==> src/rtl/spi_burst_shifter.sv <==
module spi_burst_shifter #(
  parameter int LEN_W   = 12,
  parameter int CLK_DIV = 2
) (
  input  logic             clk,
  input  logic             rst_n,
  input  logic             enable,
  input  logic             start,
  input  logic [LEN_W-1:0] burst_len,
  input  logic [31:0]      tx_data,
  input  logic             tx_empty,
  output logic             tx_pop,
  output logic [31:0]      rx_data,
  output logic             rx_push,
  input  logic             rx_full,
  input  logic             miso,
  output logic             sclk,
  output logic             mosi,
  output logic             busy,
  output logic             rx_overflow
);

  localparam int REM_W = LEN_W + 1;
  localparam int DIV_W = (CLK_DIV > 1) ? $clog2(CLK_DIV) : 1;

  logic             running;
  logic             sclk_q;
  logic             ovf_q;
  logic [REM_W-1:0] rem_q;
  logic [5:0]       wbits_q;
  logic [5:0]       bits_q;
  logic [31:0]      tx_sh;
  logic [31:0]      rx_sh;
  logic [DIV_W-1:0] div_q;

  wire tick      = running && (div_q == DIV_W'(CLK_DIV - 1));
  wire rise      = tick && !sclk_q;
  wire fall      = tick && sclk_q;
  wire word_done = fall && (bits_q == 6'd1);

  // field + 1 rounded up to a byte multiple
  wire [REM_W-1:0] full_len = ({1'b0, burst_len} + REM_W'(8)) & ~REM_W'(7);
  wire [REM_W-1:0] rem_left = word_done ? (rem_q - REM_W'(wbits_q)) : rem_q;
  wire [REM_W-1:0] rem_eff  = (rem_left == '0) ? full_len : rem_left;
  wire [5:0]       wbits_n  = (rem_eff[4:0] == 5'd0) ? 6'd32 : {1'b0, rem_eff[4:0]};

  wire launch = enable && !running && start && !tx_empty;
  wire chain  = enable && word_done && !tx_empty;

  assign tx_pop      = launch || chain;
  assign rx_push     = enable && word_done && !rx_full;
  assign rx_data     = rx_sh;
  assign sclk        = sclk_q;
  assign mosi        = running && tx_sh[31];
  assign busy        = running;
  assign rx_overflow = ovf_q;

  always_ff @(posedge clk or negedge rst_n) begin
    if (!rst_n) begin
      running <= 1'b0;
      sclk_q  <= 1'b0;
      ovf_q   <= 1'b0;
      rem_q   <= '0;
      wbits_q <= '0;
      bits_q  <= '0;
      tx_sh   <= '0;
      rx_sh   <= '0;
      div_q   <= '0;
    end else if (!enable) begin
      running <= 1'b0;
      sclk_q  <= 1'b0;
      ovf_q   <= 1'b0;
      rem_q   <= '0;
      bits_q  <= '0;
      div_q   <= '0;
    end else begin
      if (running)
        div_q <= tick ? '0 : div_q + DIV_W'(1);
      if (rise) begin
        sclk_q <= 1'b1;
        rx_sh  <= {rx_sh[30:0], miso};
      end
      if (fall) begin
        sclk_q <= 1'b0;
        tx_sh  <= tx_sh << 1;
        bits_q <= bits_q - 6'd1;
      end
      if (word_done) begin
        rem_q <= rem_left;
        if (rx_full)
          ovf_q <= 1'b1;
        if (tx_empty)
          running <= 1'b0;
      end
      if (tx_pop) begin
        running <= 1'b1;
        div_q   <= '0;
        rem_q   <= rem_eff;
        wbits_q <= wbits_n;
        bits_q  <= wbits_n;
        tx_sh   <= tx_data << (6'd32 - wbits_n);
        rx_sh   <= '0;
      end
    end
  end

endmodule

==> config.mk <==
export PLATFORM = sky130hd
export DESIGN_NAME = spi_burst_shifter
export DESIGN_NICKNAME = d
export VERILOG_FILES = /design/src/rtl/spi_burst_shifter.sv
export SDC_FILE = /design/constraint.sdc
export NUM_CORES = 1
export LEC_CHECK = 0
export ABC_AREA = 1
export ABC_CLOCK_PERIOD_IN_PS = 3400
export BUFFER_PORTS_ARGS = -buffer_cell sky130_fd_sc_hd__buf_2
export CORE_UTILIZATION = 30
export DETAILED_ROUTE_END_ITERATION = 10
export PLACE_DENSITY = 0.55
export SLEW_MARGIN = 25
export SYNTH_ARGS = -nofsm -noshare
export SYNTH_HDL_FRONTEND = slang
export SYNTH_SLANG_ARGS = --single-unit
==> constraint.sdc <==
create_clock -name clk -period 3.4 [get_ports clk]
set_input_delay 0.51 -clock clk [delete_from_list [all_inputs] [get_ports clk]]
set_output_delay 0.51 -clock clk [all_outputs]
set_load 0.02 [all_outputs]
==> reports/qor.csv <==
stage,metric,value,unit
critical_path,crit_end,tx_sh[1]$_DFFE_PN0P_,
pwr,powerDensity,485,nW/um^2
clocking,cts_tree,built,
die,fp.dieW,149,um
critical_path,arrival,3.33,ns
sta,setup_violations,0,
critical_path,critical_path.max_fanout,8,
sta,clock.fmax,323,MHz
synth,synth_seq_area_share,36.0,%
place,hpwlAfterDp,13300,um
sta,slew_headroom,29.5,%
finish,layout_commonest_cell,nand2_1,
synth,synthDominantCellAreaShare,36.0,%
synth,syn_area,6460,sq um
pwr,power_frac_clock,26.1,%
sta,period_share,91.1,%
job,maxCapViolations,0,
finish,seq_area,2330,sq um
grt,grt_max_degree,43,
finish,fin_util,35.8,%
finish,finish.instance_area,7550,sq um
critical_path,worstSetupPathType,register to register,
critical_path,crit_chain,"inv_1, ha_1, fa_2, inv_1, nand2_1, nand2_2, nand3_4, nand4_1, xor2_1, nand2_1, nor2_4, nand2_1, nand2_1, nand2_2, inv_2, nand2_1, nand3_4, buf_4, o22ai_1, nand2_1, nand2_1",
die,start_util,30.6,%
clocking,cts-root-buf,clkbuf_16,
critical_path,worst_r2r_endpoint,tx_sh[1]$_DFFE_PN0P_,
detailed_routing,drt_iter0_drc,297,
synth,async_flop_share,100,%
clocking,numCtsBuffers,9,
pwr,ir_drop,0.251,mV
place,gp_congestion,0.828,
critical_path,crit_start,rem_q[0]$_DFFE_PN0P_,
pwr,cellLeakagePower,4.00,nW
grt,antenna_found_initial,0,
finish,layout.nets,1126,
synth,synth-seq-cells,93,
detailed_routing,via_per_inst,4.70,
synth,synth_area_leader_cell,dfrtp_1,
synth,synth_fp_nets,1050,
detailed_routing,vias,6314,
critical_path,rr_worst_depth,21,
finish,multi_input_comb_area,3520,sq um
die,die_h,149,um
critical_path,worst-path-buf-inv,4,
clocking,htreeDepth,3,
place,dp.cells,1327,
critical_path,cp_slowest_cell,dfrtp_1,
synth,synthesis.instances,989,
detailed_routing,finalWirelength,17500,um
critical_path,cpLargestDelayFamily,simple AND/OR/NAND/NOR gates,
place,io_buffer_count,85,
detailed_routing,wl_per_cell,13.0,um
detailed_routing,drc,0,
pwr,swShare,38.0,%
detailed_routing,first_pass_iters,5,
sta,tightestPinTransition,1.05,ns
clocking,clk_latency,0.34,ns
critical_path,slowest_delay,0.38,ns
critical_path,cp-end-kind,register,
synth,ys.flop_type,dfrtp_1,
finish,drive_above_1_share,15.6,%
critical_path,startpoint_type,register,
grt,overflow,0,
clocking,clkSinkCount,93,
critical_path,r2r_start,rem_q[0]$_DFFE_PN0P_,
finish,final_cells,1344,
clocking,clock_tree.buffer_depth,2,
synth,yosysWarnings,0,
finish,area_growth,16.9,%
grt,grt_pass1_vias,5924,
sta,fin_crit,3.10,ns
grt,grt_util_all_layers,16.5,%
critical_path,path_common_cell,nand2_1,
critical_path,crit_required,3.63,ns
sta,hold_violations,0,
sta,fin_tns_setup,0,ns
die,fp-row-count,53,
sta,skew,0.00838,ns
synth,synth_edf_count,0,
pwr,power_frac_seq,38.5,%
worst_hold_path,min_path_type,input pin to async pin,
place,dpl_cell_area,7200,sq um
synth,synthTopCellsByArea,"dfrtp_1 (36%), nand2_1 (22%), o21ai_0 (7.4%)",
grt,grt_pass1_wl,29100,um
clocking,ctsHoldBuffers,0,
clocking,clkTransAtPathRegs,0.07,ns
finish,fill_cells,2361,
finish,n_antenna_cell,0,
die,ios,89,
pwr,power_frac_comb,35.5,%
die,die_area,22100,sq um
synth,ys_types,44,
run_status,status,completed,
critical_path,regToRegSetupSlack,0.30,ns
synth,syn_area_per_cell,6.53,sq um
pwr,power_switching,1.39,mW
sta,maxSlewViolCount,0,
finish,layout_common_cells,"nand2_1 (371), inv_1 (110), o21ai_0 (93), dfrtp_1 (93), buf_2 (84)",
pwr,p_int,2.27,mW
die,core-area,21100,sq um
detailed_routing,ant_nets,0,
critical_path,cp_num_cells,21,
per-stage QoR:
stage               hold slack (ns)  worst slack, ns  total power, mW
detailed placement            0.465           0.0385             2.69
floorplan                     0.214            0.581             2.33
global route                  0.134         -0.00981             3.95
CTS                           0.121           0.0148             3.67
global placement              0.463           0.0775             2.68
finish                        0.115            0.302             3.66
state kept, by name (all words and copies together) (netlist names):
register	flops
bits_q	6
busy	1
div_q	1
rem_q	13
rx_data	32
rx_overflow	1
sclk	1
tx_sh	32
wbits_q	6
repair_timing:
| action | 4_1_cts | 5_1_grt |
|---|---|---|
| setup endpoints to repair | 0 | 32 |
| setup buffers | 0 | 2 |
| gates resized for setup | 0 | 13 |
layer usage:
metal / track usage, % / share of wire, % / wire length (um)
met5: 0 / 0 / 0
met1: 21.2 / 46 / 8050
met4: 3.97 / 1.3 / 232
met2: 28.5 / 50 / 8720
met3: 2.79 / 2.8 / 484
layout make-up:
class,count,area share [%]
repair buffers,110,8.32
well taps,275,4.56
inverters,119,5.98
clock buffers,11,3.22
clock inverters,4,0.448
flip-flops and latches,93,30.8
multi-input cells,732,46.6
power by group through the flow:
stage                     clock network [mW]  registers, mW  logic, mW
final                                  0.955           1.41       1.30
after global routing                    1.02           1.43       1.49
after CTS                              0.987           1.41       1.27
after detailed placement                   0           1.43       1.26
after global placement                     0           1.42       1.26
after floorplan                            0           1.48      0.849
how the worst min path moves through the flow:
stage,endpoint,slack (ns)
2_1_floorplan,bits_q[0]$_DFFE_PN0P_,0.21
3_3_place_gp,tx_sh[11]$_DFFE_PN0P_,0.46
3_5_place_dp,tx_sh[15]$_DFFE_PN0P_,0.47
4_1_cts,rem_q[10]$_DFFE_PN0P_,0.12
5_1_grt,rem_q[10]$_DFFE_PN0P_,0.13
6_report,rem_q[8]$_DFFE_PN0P_,0.11
cells in the mapped netlist, types with 3 or more instances:
master,n
o21ai_1,13
nand2_1,373
nand3_1,63
nand3b_1,3
dfrtp_1,93
a21oi_1,17
nor3_1,5
inv_1,110
buf_2,9
clkbuf_1,27
buf_6,4
o21ai_2,3
nor2_2,3
o21ai_0,95
inv_2,9
nor2_1,58
or2_2,5
o22ai_1,33
nand4_1,6
nor2_4,4
buf_1,4
nand3_2,3
nand2_2,4
xor2_1,12
ha_1,9
cells by family after synthesis:
logic type,after synthesis,share of synthesized area (%)
AND/OR/NAND/NOR,536,35.2
AO/OA/AOI/OAI,172,14.6
buffers and inverters,164,10.2
flip-flops,93,36.0
XOR/XNOR,13,1.76
adder cells (fa/ha/maj),10,2.05
multiplexers,1,0.155
No activity file was read; power rests on OpenSTA's default activity.
